==> src/rtl/asram_pkg.sv <==
package asram_pkg;

  typedef enum logic [2:0] {
    ST_IDLE  = 3'd0,
    ST_READ  = 3'd1,
    ST_TURN  = 3'd2,
    ST_WSTB  = 3'd3,
    ST_WHOLD = 3'd4
  } asram_state_e;

  // nanoseconds to clock cycles, rounded up, never below one
  function automatic int unsigned ns2cyc(input int unsigned t_ns, input int unsigned clk_ns);
    int unsigned c;
    c = (t_ns + clk_ns - 1) / clk_ns;
    return (c < 1) ? 1 : c;
  endfunction

  function automatic int unsigned max2(input int unsigned a, input int unsigned b);
    return (a > b) ? a : b;
  endfunction

endpackage

==> src/rtl/asram_phase_timer.sv <==
module asram_phase_timer #(
  parameter int unsigned CW = 3
) (
  input  logic          clk,
  input  logic          rst_n,
  input  logic          load,
  input  logic [CW-1:0] load_val,
  output logic          expired
);
  logic [CW-1:0] cnt;

  always_ff @(posedge clk) begin
    if (!rst_n)          cnt <= '0;
    else if (load)       cnt <= load_val;
    else if (cnt != '0)  cnt <= cnt - 1'b1;
  end

  assign expired = (cnt == '0);
endmodule

==> src/rtl/asram_seq.sv <==
module asram_seq
  import asram_pkg::*;
#(
  parameter int unsigned CW     = 3,
  parameter int unsigned RD_CYC = 4,
  parameter int unsigned WS_CYC = 3,
  parameter int unsigned TA_CYC = 2
) (
  input  logic          clk,
  input  logic          rst_n,
  input  logic          req_valid,
  input  logic          req_write,
  input  logic          expired,
  output asram_state_e  state,
  output logic          accept,
  output logic          rd_done,
  output logic          load,
  output logic [CW-1:0] load_val
);
  localparam logic [CW-1:0] RD_LD = CW'(RD_CYC - 1);
  localparam logic [CW-1:0] WS_LD = CW'(WS_CYC - 1);
  localparam logic [CW-1:0] TA_LD = CW'(TA_CYC - 1);

  asram_state_e nxt;

  assign accept  = req_valid && (state == ST_IDLE);
  assign rd_done = (state == ST_READ) && expired;

  always_comb begin
    nxt      = state;
    load     = 1'b0;
    load_val = '0;
    unique case (state)
      ST_IDLE: if (accept) begin
        load = 1'b1;
        if (req_write) begin nxt = ST_WSTB; load_val = WS_LD; end
        else           begin nxt = ST_READ; load_val = RD_LD; end
      end
      ST_READ: if (expired) begin
        nxt = ST_TURN; load = 1'b1; load_val = TA_LD;
      end
      ST_TURN:  if (expired) nxt = ST_IDLE;
      ST_WSTB:  if (expired) nxt = ST_WHOLD;
      ST_WHOLD: nxt = ST_IDLE;
      default:  nxt = ST_IDLE;
    endcase
  end

  always_ff @(posedge clk) begin
    if (!rst_n) state <= ST_IDLE;
    else        state <= nxt;
  end
endmodule

==> src/rtl/asram_datapath.sv <==
module asram_datapath #(
  parameter int unsigned ADDR_W = 19,
  parameter int unsigned DATA_W = 8
) (
  input  logic              clk,
  input  logic              rst_n,
  input  logic              accept,
  input  logic              rd_done,
  input  logic [ADDR_W-1:0] req_addr,
  input  logic [DATA_W-1:0] req_wdata,
  input  logic [DATA_W-1:0] mem_dq_i,
  output logic [ADDR_W-1:0] addr_q,
  output logic [DATA_W-1:0] wdata_q,
  output logic [DATA_W-1:0] rdata_q,
  output logic              ack_q
);
  always_ff @(posedge clk) begin
    if (!rst_n) begin
      addr_q  <= '0;
      wdata_q <= '0;
      rdata_q <= '0;
      ack_q   <= 1'b0;
    end else begin
      if (accept) begin
        addr_q  <= req_addr;
        wdata_q <= req_wdata;
      end
      if (rd_done) rdata_q <= mem_dq_i;
      ack_q <= rd_done;
    end
  end
endmodule

==> src/rtl/asram_ctrl.sv <==
module asram_ctrl
  import asram_pkg::*;
#(
  parameter int unsigned ADDR_W   = 19,
  parameter int unsigned DATA_W   = 8,
  parameter int unsigned CLK_NS   = 4,
  parameter int unsigned T_ACC_NS = 15,
  parameter int unsigned T_CYC_NS = 15,
  parameter int unsigned T_WP_NS  = 12,
  parameter int unsigned T_DW_NS  = 9,
  parameter int unsigned T_AW_NS  = 12,
  parameter int unsigned T_OHZ_NS = 7
) (
  input  logic              clk,
  input  logic              rst_n,
  input  logic              req_valid,
  input  logic              req_write,
  input  logic [ADDR_W-1:0] req_addr,
  input  logic [DATA_W-1:0] req_wdata,
  output logic              req_ready,
  output logic              rsp_ack,
  output logic [DATA_W-1:0] rsp_rdata,
  output logic [ADDR_W-1:0] mem_addr,
  output logic              mem_ce_n,
  output logic              mem_oe_n,
  output logic              mem_we_n,
  output logic [DATA_W-1:0] mem_dq_o,
  output logic              mem_dq_oe,
  input  logic [DATA_W-1:0] mem_dq_i
);
  localparam int unsigned RD_CYC  = max2(ns2cyc(T_ACC_NS, CLK_NS), ns2cyc(T_CYC_NS, CLK_NS));
  localparam int unsigned WS_CYC  = max2(max2(ns2cyc(T_WP_NS, CLK_NS), ns2cyc(T_DW_NS, CLK_NS)),
                                         max2(ns2cyc(T_AW_NS, CLK_NS), ns2cyc(T_CYC_NS, CLK_NS) - 1));
  localparam int unsigned TA_CYC  = ns2cyc(T_OHZ_NS, CLK_NS);
  localparam int unsigned CNT_MAX = max2(max2(RD_CYC, WS_CYC), TA_CYC);
  localparam int unsigned CW      = $clog2(CNT_MAX + 1);

  asram_state_e  state;
  logic          accept, rd_done, load, expired;
  logic [CW-1:0] load_val;

  // named events for the checker
  logic in_read, in_wstrobe, in_whold;
  assign in_read    = (state == ST_READ);
  assign in_wstrobe = (state == ST_WSTB);
  assign in_whold   = (state == ST_WHOLD);

  asram_phase_timer #(.CW(CW)) u_timer (
    .clk(clk), .rst_n(rst_n), .load(load), .load_val(load_val), .expired(expired)
  );

  asram_seq #(.CW(CW), .RD_CYC(RD_CYC), .WS_CYC(WS_CYC), .TA_CYC(TA_CYC)) u_seq (
    .clk(clk), .rst_n(rst_n), .req_valid(req_valid), .req_write(req_write),
    .expired(expired), .state(state), .accept(accept), .rd_done(rd_done),
    .load(load), .load_val(load_val)
  );

  asram_datapath #(.ADDR_W(ADDR_W), .DATA_W(DATA_W)) u_dp (
    .clk(clk), .rst_n(rst_n), .accept(accept), .rd_done(rd_done),
    .req_addr(req_addr), .req_wdata(req_wdata), .mem_dq_i(mem_dq_i),
    .addr_q(mem_addr), .wdata_q(mem_dq_o), .rdata_q(rsp_rdata), .ack_q(rsp_ack)
  );

  assign mem_ce_n  = !(in_read || in_wstrobe || in_whold);
  assign mem_oe_n  = !in_read;
  assign mem_we_n  = !in_wstrobe;
  assign mem_dq_oe = in_wstrobe || in_whold;
  assign req_ready = (state == ST_IDLE);
endmodule

==> config.mk <==
export PLATFORM = sky130hd
export DESIGN_NAME = asram_ctrl
export DESIGN_NICKNAME = d
export VERILOG_FILES = /design/src/rtl/asram_pkg.sv /design/src/rtl/asram_phase_timer.sv /design/src/rtl/asram_seq.sv /design/src/rtl/asram_datapath.sv /design/src/rtl/asram_ctrl.sv
export SDC_FILE = /design/constraint.sdc
export NUM_CORES = 1
export LEC_CHECK = 0
export BUFFER_PORTS_ARGS = -buffer_cell sky130_fd_sc_hd__buf_4
export CAP_MARGIN = 10
export CELL_PAD_IN_SITES_DETAIL_PLACEMENT = 1
export CELL_PAD_IN_SITES_GLOBAL_PLACEMENT = 2
export CORE_MARGIN = 3
export CORE_UTILIZATION = 27
export DETAILED_ROUTE_END_ITERATION = 10
export PLACE_DENSITY = 0.73
export REMOVE_ABC_BUFFERS = 1
export SLEW_MARGIN = 25
export SYNTH_ARGS = -nofsm -noshare
export SYNTH_HDL_FRONTEND = slang
export SYNTH_HIERARCHICAL = 1
export SYNTH_SLANG_ARGS = --single-unit
==> constraint.sdc <==
create_clock -name clk -period 2.15 [get_ports clk]
set_input_delay 0.43 -clock clk [delete_from_list [all_inputs] [get_ports clk]]
set_output_delay 0.43 -clock clk [all_outputs]
set_load 0.02 [all_outputs]
# Word-level counts from Yosys, hierarchy flattened

Cells that the tools add are included.

Memory bits (read-only): 0
Input port bits: 39
Register bits after elaboration: 42
Bits in latches: 0
Memories kept: 0
Word-level logic and storage cells: 43
Memory bits (writable): 0
Output and inout port bits: 41

Mux-type cells: 15
Shift operators: 0
Equal/unequal tests: 8
Add/subtract/negate cells: 1
Order comparisons: 0
Div/mod/pow operators: 0
Bitwise logic cells: 0
Reductions and logical operators: 13
Multiply operators: 0

Operator list:

| cell                                              | number |
|---|---|
| 2-to-1 mux 3 bit                                  | 7 |
| case mux 3 bit (4 select lines)                   | 1 |
| != test 2 x 1 -> 1 bit (second input constant)    | 4 |
| == test 3 x 2 -> 1 bit (second input constant)    | 2 |
| zero test 3 bit                                   | 2 |
| case mux 3 bit (2 select lines)                   | 1 |
| 2-to-1 mux 1 bit                                  | 4 |
| AND reduction 4 bit                               | 1 |
| == test 3 x 1 -> 1 bit (second input constant)    | 1 |
| == test 3 bit (second input constant)             | 1 |
| zero test 1 bit                                   | 3 |
| logical OR 1 bit                                  | 3 |
| nonzero test 3 bit                                | 1 |
| subtractor 3 x 1 -> 3 bit (second input constant) | 1 |
| logical AND 1 bit                                 | 2 |
| 2-to-1 mux 2 bit                                  | 1 |
| case mux 1 bit (2 select lines)                   | 1 |
| nonzero test 2 bit                                | 1 |

# Longest topological paths before layout

Gate-level depths: netlist of run 1.

Word-level depth: 5
Depth in mapped cells: 9
Depth with buffers taken out: 8

# Hierarchy

The synthesis of run 1 kept the hierarchy.

Modules (own cells, without submodules):

| module            | instances | area each (um^2) | cells each |
|---|---|---|---|
| asram_datapath    | 1         | 1366.3           | 114 |
| asram_phase_timer | 1         | 205.2            | 22 |
| asram_seq         | 1         | 180.2            | 22 |
| asram_ctrl        | 1         | 45.0             | 6 |

# Worst setup path before layout of run 1

No wires, ideal clock.

Path type: register to register
Start: register u_seq.state[0]
End: register u_dp.addr_q[0]
Arrival time: 1528 ps
Required time: 2034 ps
Path buffers: 2
Setup slack: 506 ps
Stages on the path, launching flop included: 7
Cell sequence: dfxtp_1 or4b_4 inv_2 buf_6 buf_12 mux2i_1 nor2b_1

Longest elaborated chain between the ends: 2

RTL lines:

| item                   | RTL line             | text |
|---|---|---|
| from (decl)            | asram_seq.sv:14      | `output asram_state_e state,` |
| from (signal assigned) | asram_seq.sv:51      | `else state <= nxt;` |
| zero test 3 bit        | asram_seq.sv:26      | `assign accept = req_valid && (state == ST_IDLE);` |
| logical AND 1 bit      | asram_seq.sv:26      |  |
| named net accept       | asram_ctrl.sv:39     | `logic accept, rd_done, load, expired;` |
| to (signal assigned)   | asram_datapath.sv:25 | `addr_q <= req_addr;` |
| to (decl)              | asram_datapath.sv:12 | `output logic [ADDR_W-1:0] addr_q,` |

The timed path passes the listed nets, and every way through them passes these cells.
A chain may end at the register's enable or synchronous reset.

# Final worst setup path of run 1

Start: register u_seq.state[0]
End: register u_timer.cnt[1]

Longest elaborated chain between the ends: 5

RTL lines:

| item                                                   | RTL line                         | text |
|---|---|---|
| zero test 3 bit                                        | asram_seq.sv:26, asram_seq.sv:33 |  |
| logical AND 1 bit                                      | asram_seq.sv:26                  |  |
| 2-to-1 mux 1 bit                                       | asram_seq.sv:34                  | `ST_IDLE: if (accept) begin` |
| case mux 1 bit (2 select lines) *                      | asram_seq.sv:33                  | `unique case (state)` |
| named net load                                         | asram_ctrl.sv:39                 |  |
| 2-to-1 mux 3 bit or nonzero test 2 bit (tied branches) | -                                |  |
| to (signal assigned)                                   | asram_phase_timer.sv:14          | `else if (load) cnt <= load_val;` |
| to (signal assigned)                                   | asram_phase_timer.sv:15          | `else if (cnt != '0) cnt <= cnt - 1'b1;` |
| to (decl)                                              | asram_phase_timer.sv:10          | `logic [CW-1:0] cnt;` |

Mark *: on every way through the listed nets, which the timed path passes. The rest lies on a longest branch.

==> summary.md, run 1 <==
| Metric | Value |
|---|---|
| H-tree levels | `2` |
| Finished Layout Cells | `321` |
| Hold EP | `u_dp/addr_q[17]` |
| Total number of vias | `1418` |
| Final ANT Viol Nets | `0` |
| Drt pass-1 iters | `4` |
| Count leader, synth | `dfxtp_1` |
| DP Wirelength | `2998 um` |
| Worst endpoint required time | `2.32 ns` |
| Worst Path Arrival | `2.04 ns` |
| Worst IR Drop VDD | `0.0003871 V` |
| Multi-input gate area | `848.3 um2` |
| Routability congestion estimate | `0.6975` |
| CP max FO | `11` |
| R2R depth | `4` |
| Worst setup EP type | `flop` |
| Design area | `2515 um2` |
| ANT cells | `0` |
| Routed length per instance | `12.79 um` |
| Starting Density | `28.13%` |
| Reg2reg start | `u_seq/state[0]` |
| Site Rows | `29` |
| Post-synthesis sequential area ratio | `46.80%` |
| Inserted Clock Buffers | `5` |
| Final Max Slew Viols | `0` |
| Post-DP Area | `2436 um2` |
| Syn Inst Count | `164` |
| First DRT Iteration DRCs | `69` |
| Die height | `87.58 um` |
| DRC Markers | `0` |
| Total power | `2.378 mW` |
| Mux contribution to synthesized area | `20.06%` |
| Largest net degree at the start of global routing | `28` |
| Global-route track usage on met1 | `13.77%` |
| Width of the die | `87.58 um` |
| Tot GR Track Use | `11.15%` |
| Worst setup SP type | `flop` |
| Setup violations, final | `0` |
| Crit path time final | `1.876 ns` |
| Input/output buffers | `79` |
| Area grow syn2layout | `39.97%` |
| Max-cap violations | `0` |
| Boundary Pins | `80` |
| Max Freq | `0.5330 GHz` |
| Unrepaired setup endpoints after global routing | `no` |
| DRT Wirelength | `4104 um` |
| Share of cells above drive strength 1 | `38.93%` |
| Mapped cell area | `1797 um2` |
| Number of synthesized flops with an enable pin | `0` |
| CTS root buffer | `clkbuf_8` |
| PostCTS Resize Cnt | `0` |
| Post-route clock skew | `0.004878 ns` |
| Pre-CTS WS | `0.2883 ns` |
| Setup Buffers After CTS | `0` |
| HP Class | `input pin to flop` |
| Commonest cells in the netlist | `dfxtp_1 (42), nor2b_1 (38), mux2i_1 (36)` |
| Internal | `1.571 mW` |
| Synth top area share | `46.80%` |
| Vias per cell | `4.417` |
| Largest family of logic cells by synthesized area | `simple AND/OR/NAND/NOR gates` |
| Sw Pwr | `0.8067 mW` |
| Vias in the first global route | `1454` |
| CTS tree | `done` |
| Core area | `6386 um2` |
| Hold Path Depth | `3` |
| Sequential cell fraction of total power | `41.4%` |
| GR peak layer | `met2` |
| Hold Buf Count CTS | `0` |
| Clock network fraction of total power | `20.0%` |
| Top FF cell, synth | `dfxtp_1` |
| FF-to-FF setup slack | `0.27 ns` |
| Full die area | `7669 um2` |
| Routing usage on met2 | `18.08%` |
| WS Path Type | `flop to flop` |
| Layout Nets | `285` |
| Synth Area in Simple Gates | `21.80%` |
| Global-route wire length before repair | `6775 um` |
| Clk_lat worst skew | `0.28 ns` |
| Register area | `840.8 um2` |
| Met3 Track Usage GR | `3.669%` |
| Period utilisation layout | `87.26%` |
| Pwr Density | `945.5 nW/um2` |
| Post-synthesis xor/xnor area fraction | `0%` |
| Final Hold Violating Endpoints | `0` |
| CTS sink cnt | `42` |
| Post-Synth Adder-Cell Area | `1.393%` |
| R2r endpoint | `u_timer/cnt[1]` |
| Pleak | `1.121 nW` |
| Placed instance count | `314` |
| Worst-case clock buffer depth | `2` |
| Status | `completed` |
| Setup WS post-layout | `0.2740 ns` |
| Combinational Power Share | `38.6%` |
| Setup TNS Final | `0 ns` |
| Syn. warnings | `6` |
| Ranking of synthesized cells by area | `dfxtp_1 (47%), mux2i_1 (20%), nor2b_1 (13%)` |
| Mapped Avg Cell Area | `10.96 um2` |
| Synth Register Bits | `42` |
| Top cell type by total area after synthesis | `dfxtp_1` |
| Gr ovfl total | `0` |
| Initial antenna violation count | `0` |
| Distinct cells, synth | `32` |
| Sw Share | `33.92%` |
| Compound-Gate Fraction of Synth Area | `3.760%` |
| HP Start | `req_addr[17]` |
| Share of flip-flops with an asynchronous set or reset | `0%` |
| Worst-path clk slew | `0.08 ns` |
| Fillcell total | `731` |
## cell type report
type	count	area share, %
clock buffer	5	2.736
clock inverter	2	0.3980
inverter	8	1.194
multi-input combinational	106	33.73
sequential	42	33.43
tap	77	3.831
timing repair buffer	81	24.68
## through the flow
| step | util (%) | hold slack (ns) |
|---|---|---|
| after floorplan | - | 0.4838 |
| after global placement | 38.15 | 0.4978 |
| after detailed placement | 38.15 | 0.5110 |
| after CTS | 39.38 | 0.3872 |
| after global routing | 39.38 | 0.3968 |
| final | 39.38 | 0.3999 |
## metal layers
metal	share of wire, %	vias to the layer above	wire length (um)
met3	8.6	5	353
met2	48	46	1988
met1	42	663	1713
met4	1.2	0	48
li1	-	704	-
met5	0	-	0
## flip-flops by register name, summed over array words and instances (netlist names)
signal	flops
u_dp/ack_q	1
u_dp/addr_q	19
u_dp/rdata_q	8
u_dp/wdata_q	8
u_seq/state	3
u_timer/cnt	3
## layout by cell type (no fill, tap or decap), drive strengths merged
cell     Yosys  final
a21oi        2      2
o311a        1      1
clkinv       0      2
or4b         1      1
nor3b        1      1
buf          5     81
inv          8      8
o21ai        1      1
conb         1      1
or2b         1      1
nor4b        2      2
a2111oi      3      3
ha           2      2
clkbuf       3      5
nand3b       3      3
nand2b       1      1
nand2        2      2
nor2b       40     40
or3b         2      2
nor2         2      2
nor3         1      1
nand4bb      1      1
a21bo        1      1
dfxtp       42     42
mux2i       36     36
and2         2      2
## power groups by stage
stage	sequential [mW]	clock [mW]	combinational, mW
5_1_grt	1.01	0.539	1.01
4_1_cts	0.986	0.506	0.937
3_3_place_gp	1.00	0	0.918
6_report	0.985	0.475	0.918
2_1_floorplan	1.09	0	0.486
3_5_place_dp	1.00	0	0.931
## worst max-delay path: stages (launching register included)
cell	delay [ns]
dfxtp_1	0.41
or4b_4	0.63
nand2_1	0.23
nor2b_1	0.08
a2111oi_1	0.40
## cell families (layout without fill, tap and decap cells)
logic type / count (synthesis) / after routing
AND/OR/NAND/NOR: 59 / 59
flip-flops: 42 / 42
multiplexers: 36 / 36
buffers and inverters: 16 / 96
AO/OA/AOI/OAI: 8 / 8
adder cells (fa/ha/maj): 2 / 2
other: 1 / 1
## worst max-delay path by stage
stage,startpoint,to,slack (ns),cells past startpoint
final,u_seq/state[0],u_timer/cnt[1],0.27,4
after global routing,u_timer/cnt[0],u_timer/cnt[1],0.06,8
after CTS,u_seq/state[0],u_timer/cnt[1],0.28,4
after detailed placement,req_valid,u_timer/cnt[1],0.29,5
after global placement,req_valid,u_timer/cnt[0],0.27,5
after floorplan,u_seq/state[0],u_dp/addr_q[0],0.33,4
(Power assumes the default switching activity.)
==> run 2, diff against run 1 <==
- TNS_END_PERCENT: not set -> 1
- clock period: 2.15 -> 2 ns (I/O delays scaled with it)
==> summary.md, run 2 (synthesis gave the netlist of run 1 again) <==
| Metric | Value |
|---|---|
| Width of the die | `87.58 um (unchanged)` |
| Period utilisation layout | `91.64% (+4.4 points)` |
| Sequential cell fraction of total power | `39.4% (-2.0 points)` |
| DRT Wirelength | `4148 um (+1.1%)` |
| Routability congestion estimate | `0.6356 (-8.9%)` |
| Pre-CTS WS | `0.1091 ns (-0.1792 ns)` |
| Total number of vias | `1425 (+0.49%)` |
| Tot GR Track Use | `11.13% (-0.024 points)` |
| Hold Buf Count CTS | `0 (unchanged)` |
| Combinational Power Share | `39.5% (+0.9 points)` |
| Worst-case clock buffer depth | `2 (unchanged)` |
| Starting Density | `28.13% (unchanged)` |
| DP Wirelength | `3049 um (+1.7%)` |
| Worst setup EP type | `flop` |
| Pwr Density | `1030 nW/um2 (+8.9%)` |
| Share of cells above drive strength 1 | `40.16% (+1.2 points)` |
| Worst path cell trace | `inv_1 > ha_1 > nand2b_1 > inv_1 > nand4bb_1 > nand2_2 > nor2b_2 > a2111oi_1` |
| Input/output buffers | `79 (unchanged)` |
| Unrepaired setup endpoints after global routing | `yes` |
| Global-route wire length before repair | `6865 um (+1.3%)` |
| CTS root buffer | `clkbuf_8` |
| Inserted Clock Buffers | `5 (unchanged)` |
| Most frequent cells in the layout | `buf_4 (84), dfxtp_1 (42), nor2b_1 (38)` |
| Die height | `87.58 um (unchanged)` |
| Gr ovfl total | `0 (unchanged)` |
| Commonest non-fill, non-tap cell in the layout | `buf_4` |
| Internal | `1.755 mW (+12%)` |
| Crit path max-delay family | `simple AND/OR/NAND/NOR gates` |
| Site Rows | `29 (unchanged)` |
| Vias per cell | `4.371 (-1.0%)` |
| Worst setup SP type | `flop` |
| Worst IR Drop VDD | `0.0005132 V (+33%)` |
| Worst endpoint required time | `2.17 ns (-0.15 ns)` |
| Largest net degree at the start of global routing | `28 (unchanged)` |
| Drt pass-1 iters | `4 (unchanged)` |
| Max FFs per register | `19 (unchanged)` |
| Full die area | `7669 um2 (unchanged)` |
| Final Hold Violating Endpoints | `0 (unchanged)` |
| Core area | `6386 um2 (unchanged)` |
| CTS tree | `done` |
| Post-route clock skew | `0.002874 ns (-0.002004 ns)` |
| HP Class | `input pin to flop` |
| Routed length per instance | `12.72 um (-0.48%)` |
| Final ANT Viol Nets | `0 (unchanged)` |
| Vias in the first global route | `1478 (+1.7%)` |
| Layout Nets | `289 (+1.4%)` |
| H-tree levels | `2 (unchanged)` |
| First DRT Iteration DRCs | `45 (-35%)` |
| Clock network fraction of total power | `21.1% (+1.1 points)` |
| Critical-path top delay cell | `dfxtp_1` |
| Sw Pwr | `0.8805 mW (+9.2%)` |
| Pleak | `1.147 nW (+2.3%)` |
| Most frequent CP cell | `inv_1` |
| DRC Markers | `0 (unchanged)` |
| Worst path bufs/invs | `2 (+2)` |
| Worst-path clk slew | `0.08 ns (about the same)` |
| Boundary Pins | `80 (unchanged)` |
| Sw Share | `33.41% (-0.52 points)` |
| Setup violations, final | `0 (unchanged)` |
| Setup WS post-layout | `0.1673 ns (-0.1067 ns)` |
| ANT cells | `0 (unchanged)` |
| Top flop regs | `u_dp/addr_q x19, u_dp/rdata_q x8, u_dp/wdata_q x8` |
| CP max FO | `8 (-3)` |
| Initial antenna violation count | `0 (unchanged)` |
| Final Max Slew Viols | `0 (unchanged)` |
| Crit path time final | `1.833 ns (-0.04332 ns)` |
| WS Path Type | `flop to flop` |
| Max incr delay on CP | `0.35 ns (-0.28 ns)` |
| Total power | `2.636 mW (+11%)` |
| Area grow syn2layout | `42.48%` |
| Most flops, register | `u_dp/addr_q` |
| FF-to-FF setup slack | `0.17 ns (-0.11 ns)` |
| Worst Path Arrival | `2.00 ns (-0.04 ns)` |
| Clk_lat worst skew | `0.28 ns (about the same)` |
| Status | `completed` |
| CTS sink cnt | `42 (unchanged)` |
| Max-cap violations | `0 (unchanged)` |
| Max Freq | `0.5456 GHz (+2.4%)` |
| Setup TNS Final | `0 ns (unchanged)` |
-- run 2: final cells by class --
cell class / instances / area (um2)
fillers: 738 / 3826
multi-input cells: 106 / 850.8
flip-flops and latches: 42 / 840.8
repair buffers: 85 / 650.6
well taps: 77 / 96.34
clock buffers: 7 / 86.33
inverters: 8 / 30.03
clock inverters: 1 / 5.005
-- run 2: stage by stage --
stage / util [%] / hold WS (ns) / instances / area, um2
2_1_floorplan: - / 0.4838 / 156 / 1719
3_3_place_gp: 38.62 / 0.4972 / 318 / 2466
3_5_place_dp: 38.62 / 0.5079 / 318 / 2466
4_1_cts: 40.05 / 0.3633 / 326 / 2557
5_1_grt: 40.09 / 0.3677 / 326 / 2560
6_report: 40.09 / 0.3677 / 326 / 2560
-- run 2: tightest hold or removal path: cells and delay by family --
family        cells  cell delay, ns
buf+inv           1            0.08
simple gates      1            0.09
mux               1            0.05
-- run 2: routing by layer --
layer	track usage [%]	share of wire, %	vias up
met2	18.22	47	44
met5	0	0	-
li1	-	-	712
met1	13.41	44	665
met4	3.905	0.77	0
met3	4.139	8.0	4
-- run 2: power groups by stage --
stage	Combinational, mW	Sequential (mW)	Clock, mW
floorplan	0.523	1.17	0
global placement	1.03	1.06	0
detailed placement	1.06	1.06	0
CTS	1.06	1.04	0.587
global route	1.15	1.06	0.625
finish	1.04	1.04	0.556
-- run 2: path summary, 6_finish.rpt --
| path | start | to | cells past startpoint |
|---|---|---|---|
| max | u_timer/cnt[0] | u_timer/cnt[0] | 8 |
| min | req_wdata[3] | u_dp/wdata_q[3] | 3 |
| max reg2reg | u_timer/cnt[0] | u_timer/cnt[0] | 8 |
| min reg2reg | u_dp/addr_q[15] | u_dp/addr_q[15] | 2 |
-- run 2: what timing repair did --
item / 4_1_cts / 5_1_grt
endpoints found under the setup margin: 0 / 2
resized for setup: 0 / 1
buffers inserted: 0 / 0
